**config.mk**
```make
export PLATFORM = sky130hd
export DESIGN_NAME = subq_capture
export DESIGN_NICKNAME = d
export VERILOG_FILES = /design/src/rtl/subq_pkg.sv /design/src/rtl/subq_zero_run.sv /design/src/rtl/subq_crc16.sv /design/src/rtl/subq_pulse_timer.sv /design/src/rtl/subq_capture.sv
export SDC_FILE = /design/constraint.sdc
export NUM_CORES = 1
export LEC_CHECK = 0
export BUFFER_PORTS_ARGS = -buffer_cell sky130_fd_sc_hd__buf_2
export CAP_MARGIN = 20
export CORE_ASPECT_RATIO = 1.25
export CORE_MARGIN = 2
export CORE_UTILIZATION = 30
export DETAILED_ROUTE_END_ITERATION = 16
export HOLD_SLACK_MARGIN = 0.03
export MAX_ROUTING_LAYER = met4
export PLACE_DENSITY_LB_ADDON = 0.05
export SYNTH_ARGS = -nofsm -noshare
export SYNTH_HDL_FRONTEND = slang
export SYNTH_HIERARCHICAL = 1
export SYNTH_SLANG_ARGS = --single-unit
```
**constraint.sdc**
```tcl
create_clock -name clk -period 8.6 [get_ports clk]
set_input_delay 1.72 -clock clk [delete_from_list [all_inputs] [get_ports clk]]
set_output_delay 1.72 -clock clk [all_outputs]
set_load 0.02 [all_outputs]
```
**src/rtl/subq_pkg.sv**
```systemverilog
package subq_pkg;
  typedef enum logic [1:0] {
    ST_HUNT = 2'd0,
    ST_GAP  = 2'd1,
    ST_FILL = 2'd2,
    ST_FULL = 2'd3
  } subq_state_e;
endpackage

```
**src/rtl/subq_zero_run.sv**
```systemverilog
module subq_zero_run #(
  parameter int RUN_LEN = 22
) (
  input  logic clk,
  input  logic rst_n,
  input  logic stb,
  input  logic bit_in,
  input  logic clr,
  output logic hit
);
  localparam int RUN_W = $clog2(RUN_LEN + 1);
  localparam logic [RUN_W-1:0] RUN_MAX = RUN_W'(RUN_LEN);

  logic [RUN_W-1:0] run_q, run_d, run_inc;

  always_comb begin
    run_inc = (run_q == RUN_MAX) ? RUN_MAX : run_q + RUN_W'(1);
    run_d   = run_q;
    if (clr)           run_d = '0;
    else if (stb)      run_d = bit_in ? '0 : run_inc;
  end

  // gap is found on the strobe that brings the run to its length
  assign hit = stb && !bit_in && !clr && (run_inc == RUN_MAX);

  always_ff @(posedge clk or negedge rst_n) begin
    if (!rst_n) run_q <= '0;
    else        run_q <= run_d;
  end

  a_r1_one_clears_run: assert property (@(posedge clk) disable iff (!rst_n)
    (stb && bit_in) |=> (run_q == '0));
endmodule

```
**src/rtl/subq_crc16.sv**
```systemverilog
module subq_crc16 #(
  parameter int          WIDTH = 16,
  parameter logic [15:0] POLY  = 16'h1021
) (
  input  logic clk,
  input  logic rst_n,
  input  logic init,
  input  logic shift,
  input  logic bit_in,
  input  logic invert,
  output logic zero
);
  logic [WIDTH-1:0] crc_q, crc_d;
  logic             fb;

  always_comb begin
    fb    = (bit_in ^ invert) ^ crc_q[WIDTH-1];
    crc_d = crc_q;
    if (init)       crc_d = '0;
    else if (shift) crc_d = {crc_q[WIDTH-2:0], 1'b0} ^ (fb ? POLY[WIDTH-1:0] : '0);
  end

  always_ff @(posedge clk or negedge rst_n) begin
    if (!rst_n) crc_q <= '0;
    else        crc_q <= crc_d;
  end

  // continuing the division over the re-inverted check bits leaves zero on a match
  assign zero = (crc_q == '0);

  a_r3_init_exclusive: assert property (@(posedge clk) disable iff (!rst_n)
    !(init && shift));
endmodule

```
**src/rtl/subq_pulse_timer.sv**
```systemverilog
module subq_pulse_timer #(
  parameter int TICKS = 136
) (
  input  logic clk,
  input  logic rst_n,
  input  logic start,
  input  logic tick,
  output logic pulse_n
);
  localparam int CNT_W = (TICKS > 1) ? $clog2(TICKS) : 1;
  localparam logic [CNT_W-1:0] LAST = CNT_W'(TICKS - 1);

  logic             active_q, active_d;
  logic [CNT_W-1:0] cnt_q, cnt_d;

  always_comb begin
    active_d = active_q;
    cnt_d    = cnt_q;
    if (start) begin
      active_d = 1'b1;
      cnt_d    = '0;
    end else if (active_q && tick) begin
      if (cnt_q == LAST) begin
        active_d = 1'b0;
        cnt_d    = '0;
      end else begin
        cnt_d = cnt_q + CNT_W'(1);
      end
    end
  end

  always_ff @(posedge clk or negedge rst_n) begin
    if (!rst_n) begin
      active_q <= 1'b0;
      cnt_q    <= '0;
    end else begin
      active_q <= active_d;
      cnt_q    <= cnt_d;
    end
  end

  assign pulse_n = ~active_q;

  a_r5_ends_on_tick: assert property (@(posedge clk) disable iff (!rst_n)
    $rose(pulse_n) |-> $past(tick));
endmodule

```
**src/rtl/subq_capture.sv**
```systemverilog
module subq_capture #(
  parameter int          Q_BITS      = 80,
  parameter int          CHK_BITS    = 16,
  parameter int          SYNC_RUN    = 22,
  parameter int          PULSE_TICKS = 136,
  parameter logic [15:0] CRC_POLY    = 16'h1021
) (
  input  logic              clk,
  input  logic              rst_n,
  input  logic              frame_stb,
  input  logic              user_bit,
  input  logic              locked,
  input  logic              tick_us,
  input  logic              host_latch,
  output logic [Q_BITS-1:0] q_data,
  output logic              crc_ok,
  output logic              sync_n
);
  import subq_pkg::*;

  localparam int BLK_BITS = Q_BITS + CHK_BITS;
  localparam int CNT_W    = $clog2(BLK_BITS);
  localparam logic [CNT_W-1:0] LAST_BIT = CNT_W'(BLK_BITS - 1);
  localparam logic [CNT_W-1:0] DATA_END = CNT_W'(Q_BITS);

  // reset: asserted asynchronously, released on a clock edge
  logic [1:0] rst_sync;
  logic       rst_int;
  always_ff @(posedge clk or negedge rst_n) begin
    if (!rst_n) rst_sync <= 2'b00;
    else        rst_sync <= {rst_sync[0], 1'b1};
  end
  assign rst_int = rst_sync[1];

  subq_state_e       state_q, state_d;
  logic [CNT_W-1:0]  bcnt_q, bcnt_d;
  logic [Q_BITS-1:0] stage_q, q_q;
  logic              ok_q, ok_d, taken_q, taken_d;
  logic              gap_hit, crc_zero;
  logic              crc_init, crc_shift, crc_inv, stage_en, commit;

  subq_zero_run #(.RUN_LEN(SYNC_RUN)) u_run (
    .clk(clk), .rst_n(rst_int), .stb(frame_stb), .bit_in(user_bit),
    .clr(!locked), .hit(gap_hit)
  );

  subq_crc16 #(.WIDTH(CHK_BITS), .POLY(CRC_POLY)) u_crc (
    .clk(clk), .rst_n(rst_int), .init(crc_init), .shift(crc_shift),
    .bit_in(user_bit), .invert(crc_inv), .zero(crc_zero)
  );

  subq_pulse_timer #(.TICKS(PULSE_TICKS)) u_pulse (
    .clk(clk), .rst_n(rst_int), .start(commit), .tick(tick_us), .pulse_n(sync_n)
  );

  always_comb begin
    state_d   = state_q;
    bcnt_d    = bcnt_q;
    crc_init  = 1'b0;
    crc_shift = 1'b0;
    crc_inv   = 1'b0;
    stage_en  = 1'b0;
    commit    = 1'b0;
    if (!locked) begin
      state_d = ST_HUNT;
    end else if (frame_stb) begin
      unique case (state_q)
        ST_HUNT: if (gap_hit) state_d = ST_GAP;
        ST_GAP:  if (user_bit) begin           // start marker
          state_d  = ST_FILL;
          bcnt_d   = '0;
          crc_init = 1'b1;
        end
        ST_FILL: begin
          if (gap_hit) begin
            state_d = ST_GAP;                  // early sync restarts
          end else begin
            crc_shift = 1'b1;
            crc_inv   = (bcnt_q >= DATA_END);
            stage_en  = (bcnt_q <  DATA_END);
            if (bcnt_q == LAST_BIT) state_d = ST_FULL;
            else                    bcnt_d  = bcnt_q + CNT_W'(1);
          end
        end
        ST_FULL: if (gap_hit) begin
          commit  = 1'b1;
          state_d = ST_GAP;
        end
        default: state_d = ST_HUNT;
      endcase
    end
  end

  always_comb begin
    taken_d = taken_q;
    ok_d    = ok_q;
    if (commit) begin
      taken_d = 1'b0;
      ok_d    = crc_zero;
    end else begin
      if (host_latch)           taken_d = 1'b1;
      if (!locked && !taken_q)  ok_d    = 1'b0;
    end
  end

  always_ff @(posedge clk or negedge rst_int) begin
    if (!rst_int) begin
      state_q <= ST_HUNT;
      bcnt_q  <= '0;
      stage_q <= '0;
      q_q     <= '0;
      ok_q    <= 1'b0;
      taken_q <= 1'b0;
    end else begin
      state_q <= state_d;
      bcnt_q  <= bcnt_d;
      ok_q    <= ok_d;
      taken_q <= taken_d;
      if (stage_en) stage_q <= {stage_q[Q_BITS-2:0], user_bit};
      if (commit)   q_q     <= stage_q;
    end
  end

  assign q_data = q_q;
  assign crc_ok = ok_q;

  a_r4_pulse_after_full: assert property (@(posedge clk) disable iff (!rst_int)
    $fell(sync_n) |-> ($past(state_q) == ST_FULL));
  a_r4_ok_rises_in_pulse: assert property (@(posedge clk) disable iff (!rst_int)
    $rose(crc_ok) |-> !sync_n);
  a_r8_ok_drop_cause: assert property (@(posedge clk) disable iff (!rst_int)
    $fell(crc_ok) |-> (($past(!locked) && !$past(taken_q)) || !sync_n));
  a_r7_lock_loss_hunts: assert property (@(posedge clk) disable iff (!rst_int)
    !locked |=> (state_q == ST_HUNT));
endmodule

```
==> impl_results.md, run 1 <==
- Clock power frac: 46.9%
- Largest net degree at the start of global routing: 142
- Slew @ Worst Pin: 0.948 ns
- Number of diodes: 0
- Asr flop ratio synth: 100%
- Placer Congestion: 0.718
- Final hold viol count: 0
- Design area: 10,200 um^2
- Clock Skews: 0.0137 ns
- Switching share of total power: 23.5%
- Initial antenna violation count: 0
- Routed vias: 5,494
- Setup crit end kind: flop
- First-pass GRT wire length: 31,200 um
- Type of the most critical hold path: reg2reg
- Post-synth EDFFs: 0
- DR vias/cell: 4.57
- Synthesized instance count: 746
- RSZ-0062 raised after global routing: false
- Grt total ovfl: 0
- P_int: 0.00165 W
- Place WS: 2.86 ns
- Htree depth: 1
- Cell area after synthesis: 8640 um^2
- Min Tclk post-route: 4.69 ns
- ANT nets after route: 0
- Critical setup path kind: in2reg
- Fmax achieved: 0.213 GHz
- Sequential Power Share: 47.5%
- Die area: 30,200 um^2
- Crit path largest cell delay: 0.63 ns
- WHS: 0.347 ns
- Cell Area, Placed: 9370 um^2
- Cts hold-fix bufs: 0
- Global Route Usage Sum: 12.9%
- Maxcap violations: 0
- Clk sinks: 203
- Synth unique cells: 56
- Port Buffer Count: 88
- Slew headroom: 36.8%
- Worst-path clk slew: 0.06 ns
- CP Launch Type: primary input
- Worst path arrival time: 5.05 ns
- Comb pwr share: 5.5%
- Pwr per Cell Area: 212 nW/um^2
- WL per Instance: 15.2 um
- Most frequent CP cell: inv_1
- CTS buffer count: 24
- Final Net Count: 845
- Starting density of the core: 30.4%
- Area Growth Syn to Fin: 17.9%
- Syn avg cell area: 11.6 um^2
- Synthesized flop and latch total: 203
- Switching pwr: 0.000508 W
- # setup viols final: 0
- Data required time of the critical path: 8.96 ns
- CTS Buffer Depth: 3
- Final routed DRC violation total: 0
- Synth Flop Type: dfrtp_1
- DRT iter0 DRCs: 213
- Final Slew Violations: 0
- Max FO, Critical Path: 73
- Final period utilization: 54.5%
- Pleak: 5.60 nW
- Setup Fix Bufs, Post-CTS: 0
- Pre-antenna DRT Iters: 4
- Synthesis warning total: 6
- Total negative slack: 0 ns
- Die H: 194 um
- CTS tree: done
- Worst-Skew Late Latency: 0.51 ns
- Number of placement rows: 69
- Worst IR drop on VDD: 122 uV
- Vias in the first global route: 6,030
- Syn nets: 761
- Ports: 89
- Die W: 156 um
- Worst setup margin: 3.91 ns
- Layout cell share with drive strength beyond 1: 26.2%
- CTS root buffer: clkbuf_16
- Status: finished, final reports clean
- Critical path's slowest cell: buf_4
- Core Area: 28,400 um^2
- Register area share after synthesis: 58.8%
- DRT Wirelength: 18,300 um
- Cts repair resizes: 0
- Worst path cell trace: buf_2 -> inv_1 -> nor3b_1 -> nand2b_1 -> nor4_2 -> nand3_4 -> buf_12 -> clkinv_2 -> buf_4 -> inv_1 -> o31ai_1 -> a21oi_1
- DP HPWL: 11,300 um
-- sequential cells by signal, summed over array words and instances, names as in the netlist --
name / count
crc_ok: 1
q_data: 80
u_run/run_q: 5
rst_sync: 2
state_q: 2
taken_q: 1
u_crc/crc_q: 16
stage_q: 80
bcnt_q: 7
u_pulse/cnt_q: 8
u_pulse/active_q: 1
-- worst paths after layout --
check	cells past startpoint	slack (ns)	start	end
worst max-delay path	12	3.91	locked	u_pulse/cnt_q[3]
worst min-delay path	0	0.35	rst_sync[0]	rst_sync[1]
worst max register to register	12	4.56	u_run/run_q[0]	u_pulse/cnt_q[3]
worst min register to register	0	0.35	rst_sync[0]	rst_sync[1]
max in group asynchronous	1	6.93	rst_sync[1]	u_run/run_q[1]
min in group asynchronous	0	0.41	rst_sync[1]	q_data[41]
-- worst max-delay path, delay by kind of cell --
family	cells	cell delay (ns)
AND/OR/NAND/NOR	4	1.29
AO/OA/AOI/OAI	2	0.30
buffers and inverters	6	1.65
-- layout make-up --
class,instances,area (um^2)
flip-flops and latches,203,5080
inverters,14,53.8
multi-input cells,496,3320
well taps,355,444
fillers,2841,18200
repair buffers,91,488
clock inverters,9,73.8
clock buffers,35,723
-- Yosys cell counts (8+ instances only) --
library cell  number  area share, %
nor2_1            21           0.91
clkbuf_1          12           0.52
a21oi_1           11           0.64
buf_2             11           0.64
ha_1               8            1.2
mux2i_1           15            1.7
dfrtp_1          203             59
nand3_1           10           0.58
buf_6              8            1.0
mux2_4            81             14
nand2b_1           9           0.65
inv_1             13           0.57
nand2_1          258             11
-- logic make-up (layout without fill, tap and decap cells) --
group           count (synthesis)  after routing  share of synthesized area (%)
xor+xnor                        6              6                          0.782
simple gates                  339            339                           16.8
buf+inv                        47            149                           2.96
other cells                     1              1                         0.0434
compound gates                 46             46                           3.62
mux                            96             96                           15.8
flops                         203            203                           58.8
fa+ha+maj                       8              8                           1.16
-- cell usage in the layout (no fill, tap or decap), types with 2 or more instances in the layout --
cell	count
nand2_1	258
dfrtp_1	202
buf_2	88
mux2_4	81
clkbuf_16	25
nor2_1	21
mux2i_1	15
inv_1	13
a21oi_1	11
nand3_1	10
nand2b_1	9
clkinv_2	8
ha_1	8
nand4_1	7
o21ai_0	6
clkbuf_8	6
or3_1	6
xor2_1	5
o31ai_1	4
a211oi_1	4
clkbuf_1	4
nor4_1	4
and3_1	3
o41ai_1	3
and4_1	3
nor2b_1	2
o21ai_1	2
o211ai_1	2
a211o_1	2
buf_12	2
or4_1	2
a31oi_1	2
nor3b_1	2
nand3b_1	2
-- metrics by stage --
stage               power (W)  util, %  std cells
floorplan             0.00113        -        746
global placement      0.00116     33.0       1158
detailed placement    0.00117     33.0       1158
CTS                   0.00220     35.8       1202
global route          0.00226     35.9       1203
finish                0.00216     35.9       1203
-- layer usage --
metal	vias to the layer above	wire length (um)	part of all wire, %	track usage, %
met3	25	703	3.8	2.19
li1	2659	-	-	-
met5	-	0	0	-
met2	92	8670	47	20.9
met4	0	312	1.7	3.43
met1	2718	8630	47	16.6
-- power groups by stage --
stage | logic, W | registers (W) | clock network [W]
after floorplan | 0.0000868 | 0.00104 | 0
after global placement | 0.000116 | 0.00104 | 0
after detailed placement | 0.000121 | 0.00104 | 0
after CTS | 0.000122 | 0.00103 | 0.00105
after global routing | 0.000137 | 0.00103 | 0.00109
final | 0.000120 | 0.00103 | 0.00101
No activity file was read; power rests on OpenSTA's default activity.
==> run 2: changes to the inputs <==
==> constraint.sdc (replaced) <==
create_clock -name clk -period 3.9 [get_ports clk]
set_input_delay 0.78 -clock clk [delete_from_list [all_inputs] [get_ports clk]]
set_output_delay 0.78 -clock clk [all_outputs]
set_load 0.02 [all_outputs]
==> impl_results.md, run 2 (synthesis results as in run 1) <==
- Most frequent cells in the layout: nand2_1 (258), dfrtp_1 (202), buf_2 (88)
- RSZ-0062 raised after global routing: false
- Place WS: 0.712 ns (-2.15 ns)
- Port Buffer Count: 88 (unchanged)
- Initial antenna violation count: 0 (unchanged)
- Slew @ Worst Pin: 0.861 ns (-0.0878 ns)
- Grt total ovfl: 0 (unchanged)
- Crit path largest cell delay: 0.44 ns (-0.19 ns)
- Final Slew Violations: 0 (unchanged)
- Data required time of the critical path: 4.32 ns (-4.64 ns)
- Type of the most critical hold path: reg2async
- Global Route Usage Sum: 12.6% (-0.22 points)
- Maxcap violations: 0 (unchanged)
- Fillers: 2,817 (-0.84%)
- Pre-antenna DRT Iters: 4 (unchanged)
- DR vias/cell: 4.61 (+0.95%)
- Die W: 156 um (unchanged)
- Core Area: 28,400 um^2 (unchanged)
- Worst path arrival time: 3.43 ns (-1.62 ns)
- Die area: 30,200 um^2 (unchanged)
- Final routed DRC violation total: 0 (unchanged)
- # setup viols final: 0 (unchanged)
- Die H: 194 um (unchanged)
- Worst-Skew Late Latency: 0.51 ns (about the same)
- CTS Buffer Depth: 3 (unchanged)
- Total negative slack: 0 ns (unchanged)
- Routed vias: 5,574 (+1.5%)
- Worst-path clk slew: 0.06 ns (about the same)
- CTS tree: done
- Worst path cell trace: inv_1 -> ha_1 -> and4b_1 -> a21oi_1 -> nor4_2 -> buf_4 -> nor2b_1 -> and2_4 -> o211a_1 -> xnor3_2 -> xor2_1 -> a211oi_1
- Ports: 89 (unchanged)
- Final Net Count: 853 (+0.95%)
- Status: finished, final reports clean
- Setup Fix Bufs, Post-CTS: 0 (unchanged)
- Starting density of the core: 30.4% (unchanged)
- Design area: 10,300 um^2 (+0.93%)
- Vias in the first global route: 5,897 (-2.2%)
- Number of placement rows: 69 (unchanged)
- Critical setup path kind: reg2reg
- Worst setup margin: 0.887 ns (-3.03 ns)
- Final hold viol count: 0 (unchanged)
- CTS buffer count: 23 (-4.2%)
- Fmax achieved: 0.332 GHz
- Layout cell share with drive strength beyond 1: 26.9% (+0.75 points)
- Clock Skews: 0.0137 ns (-0.0000516 ns)
- Pwr per Cell Area: 461 nW/um^2 (+120%)
- First-pass GRT wire length: 30,600 um (-1.9%)
- DRT Wirelength: 18,000 um (-1.8%)
- Slew headroom: 42.6% (+5.9 points)
- Pleak: 5.65 nW (+0.77%)
- ANT nets after route: 0 (unchanged)
- Placer Congestion: 0.736 (+2.5%)
- Worst IR drop on VDD: 239 uV (+96%)
- Critical path's slowest cell: dfrtp_1
- CP Launch Type: flop
- CP top delay family: simple AND/OR/NAND/NOR gates
- Clk sinks: 203 (unchanged)
- DRT iter0 DRCs: 218 (+2.3%)
- Cell Area, Placed: 9470 um^2 (+1.0%)
- WL per Instance: 14.9 um (-2.3%)
- Final period utilization: 77.3%
- Most common library cell in the layout ignoring fill and taps: nand2_1
- CTS root buffer: clkbuf_16
- Area Growth Syn to Fin: 19.0%
- Number of diodes: 0 (unchanged)
- DP HPWL: 11,400 um (+1.5%)
- Min Tclk post-route: 3.01 ns
- Buf+Inv Stages, Crit Path: 2 (-4)
- Max FO, Critical Path: 21 (-71%)
- Htree depth: 1 (unchanged)
- Largest net degree at the start of global routing: 81 (-43%)
- Setup crit end kind: flop
==> run 2: final timing paths <==
path                                start  cells after the start  slack [ns]         endpoint
min in group clk              rst_sync[0]                      0        0.36      rst_sync[1]
hold / removal                rst_sync[1]                      0        0.31       q_data[41]
setup / recovery           u_run/run_q[0]                     12        0.89  u_crc/crc_q[12]
max in group asynchronous     rst_sync[1]                      1        2.86      stage_q[39]
hold reg to reg               rst_sync[1]                      0        0.31       q_data[41]
setup reg to reg           u_run/run_q[0]                     12        0.89  u_crc/crc_q[12]
==> run 2: per-layer routing <==
layer  part of all wire, %  up-vias  track usage (%)
met4                   2.1        0             3.74
met1                    47     2777             16.5
met2                    47      105             20.2
met3                   4.1       29             2.24
li1                      -     2663                -
met5                     0        -                -
==> run 2: layout make-up <==
class | count | area, um^2 | share of cell area, %
tap | 355 | 444 | 4.32
timing repair buffer | 100 | 596 | 5.79
clock inverter | 10 | 109 | 1.06
clock buffer | 31 | 676 | 6.57
multi-input combinational | 496 | 3320 | 32.3
inverter | 14 | 53.8 | 0.523
sequential | 203 | 5080 | 49.5
==> run 2: where the power goes <==
| part | switching (W) | internal [W] | total, W |
|---|---|---|---|
| logic | 0.000153 | 0.000118 | 0.000271 |
| clock network | 0.000868 | 0.00134 | 0.00221 |
| registers | 0.0000854 | 0.00217 | 0.00226 |
==> run 2: stage by stage <==
stage	cells	total power, W	hold WS (ns)	utilization, %
5_1_grt	1209	0.00497	0.355	36.2
4_1_cts	1208	0.00483	0.358	36.1
2_1_floorplan	746	0.00249	0.331	-
6_report	1209	0.00474	0.310	36.2
3_3_place_gp	1166	0.00256	0.340	33.3
3_5_place_dp	1166	0.00257	0.339	33.3
==> run 2: what timing repair did <==
action                                 CTS  global route
resized for setup                        0             0
endpoints found under the hold margin    2             0
setup endpoints to repair                0             0
hold buffers                             1             0
==> run 3: changes to the inputs <==
==> constraint.sdc (replaced) <==
create_clock -name clk -period 3.05 [get_ports clk]
set_input_delay 0.61 -clock clk [delete_from_list [all_inputs] [get_ports clk]]
set_output_delay 0.61 -clock clk [all_outputs]
set_load 0.02 [all_outputs]
==> impl_results.md, run 3 (synthesis results as in run 1) <==
- Status: finished, final reports clean
- Global Route Usage Sum: 12.9% (+0.25 points)
- Setup Fix Bufs, Post-CTS: 0 (unchanged)
- Pre-antenna DRT Iters: 4 (unchanged)
- Final routed DRC violation total: 0 (unchanged)
- Routed vias: 5,597 (+0.41%)
- CTS buffer count: 23 (unchanged)
- ANT nets after route: 0 (unchanged)
- CTS root buffer: clkbuf_16
- Ports: 89 (unchanged)
- Worst path arrival time: 3.09 ns (-0.34 ns)
- Number of diodes: 0 (unchanged)
- CP Launch Type: flop
- Most common library cell in the layout ignoring fill and taps: nand2_1
- DRT Wirelength: 18,100 um (+0.72%)
- First-pass GRT wire length: 31,500 um (+2.8%)
- RSZ-0062 raised after global routing: false
- CP startpoint: u_run/run_q[0]
- Vias in the first global route: 6,085 (+3.2%)
- Fmax achieved: 0.372 GHz (+12%)
- DRT iter0 DRCs: 283 (+30%)
- Initial antenna violation count: 0 (unchanged)
- Port Buffer Count: 88 (unchanged)
- Clock Skews: 0.0114 ns (-0.00233 ns)
- # setup viols final: 0 (unchanged)
- Final hold viol count: 0 (unchanged)
- Most frequent cells in the layout: nand2_1 (258), dfrtp_1 (202), buf_2 (88)
- Worst IR drop on VDD: 310 uV (+29%)
- Die H: 194 um (unchanged)
- Final period utilization: 88.0% (+11 points)
- Largest net degree at the start of global routing: 81 (unchanged)
- Layout cell share with drive strength beyond 1: 26.4% (-0.55 points)
- DP Cell Count: 1,168 (+0.17%)
- Slew headroom: 41.2% (-1.4 points)
- Min Tclk post-route: 2.68 ns (-0.329 ns)
- Number of placement rows: 69 (unchanged)
- WL per Instance: 15.0 um (+0.81%)
- Area Growth Syn to Fin: 18.5%
- Data required time of the critical path: 3.45 ns (-0.87 ns)
- Die area: 30,200 um^2 (unchanged)
- Worst-path clk slew: 0.06 ns (about the same)
- Power consumption: 0.00593 W (+25%)
- Pleak: 5.63 nW (-0.34%)
- Die W: 156 um (unchanged)
- Starting density of the core: 30.4% (unchanged)
- Placer Congestion: 0.779 (+5.9%)
- Setup crit end kind: flop
- R2r setup slk: 0.37 ns (-0.52 ns)
- Clk sinks: 203 (unchanged)
- Worst-Skew Late Latency: 0.50 ns (about the same)
- Cts repair resizes: 0 (unchanged)
- Total negative slack: 0 ns (unchanged)
- CTS Buffer Depth: 3 (unchanged)
- DP HPWL: 11,600 um (+1.0%)
- Cts hold-fix bufs: 1 (unchanged)
- Max FO, Critical Path: 6 (-71%)
- Htree depth: 1 (unchanged)
- Grt total ovfl: 0 (unchanged)
- Maxcap violations: 0 (unchanged)
- Critical setup path kind: reg2reg
- Type of the most critical hold path: reg2async
- Non-Filler Instances: 1,208 (-0.083%)
- CTS tree: done
- DR vias/cell: 4.63 (+0.50%)
- Slew @ Worst Pin: 0.882 ns (+0.0210 ns)
- Final Slew Violations: 0 (unchanged)
- Core Area: 28,400 um^2 (unchanged)
- Pwr per Cell Area: 579 nW/um^2 (+25%)
- Final Net Count: 854 (+0.12%)
- R2R Path Start: u_run/run_q[0]
-- run 3: layer usage --
layer	track usage, %	routed length (um)
met5	-	0
met4	3.60	326
met3	2.19	663
met2	21.2	8850
met1	16.4	8270
-- run 3: area by class of cell --
class | count | area (um^2)
clock inverters | 5 | 53.8
repair buffers | 101 | 603
multi-input cells | 496 | 3320
fillers | 2818 | 18200
inverters | 14 | 53.8
well taps | 355 | 444
clock buffers | 34 | 677
flip-flops and latches | 203 | 5080
-- run 3: worst paths after layout --
path	end	cells past startpoint
min in group clk	rst_sync[1]	0
worst max register to register	u_crc/crc_q[12]	11
max in group asynchronous	q_data[15]	1
worst min register to register	stage_q[13]	0
worst max-delay path	u_crc/crc_q[12]	11
worst min-delay path	stage_q[13]	0
-- run 3: where the power goes --
part	internal, W	total (W)	switching [W]	leakage [nW]
Combinational	0.000150	0.000348	0.000199	2.46
Sequential	0.00278	0.00289	0.000105	2.81
Clock	0.00161	0.00269	0.00108	0.363
Total	0.00454	0.00593	0.00138	5.63
-- run 3: worst max-delay path: stages, from the launching register on --
cell      delay (ns)
dfrtp_1         0.43
inv_1           0.08
ha_1            0.18
a21oi_1         0.07
mux2_4          0.28
nor4_2          0.31
nor2b_1         0.11
and2_4          0.20
o211a_1         0.12
xnor3_2         0.41
xor2_1          0.15
a211oi_1        0.24
-- run 3: through the flow --
step | worst slack, ns | hold slack [ns] | area [um^2] | util, %
after floorplan | 0.218 | 0.314 | 8640 | -
after CTS | 0.345 | 0.287 | 10200 | 36.0
final | 0.365 | 0.265 | 10200 | 36.0
after global placement | 0.291 | 0.283 | 9490 | 33.4
after global routing | 0.114 | 0.309 | 10200 | 36.0
after detailed placement | 0.211 | 0.292 | 9490 | 33.4
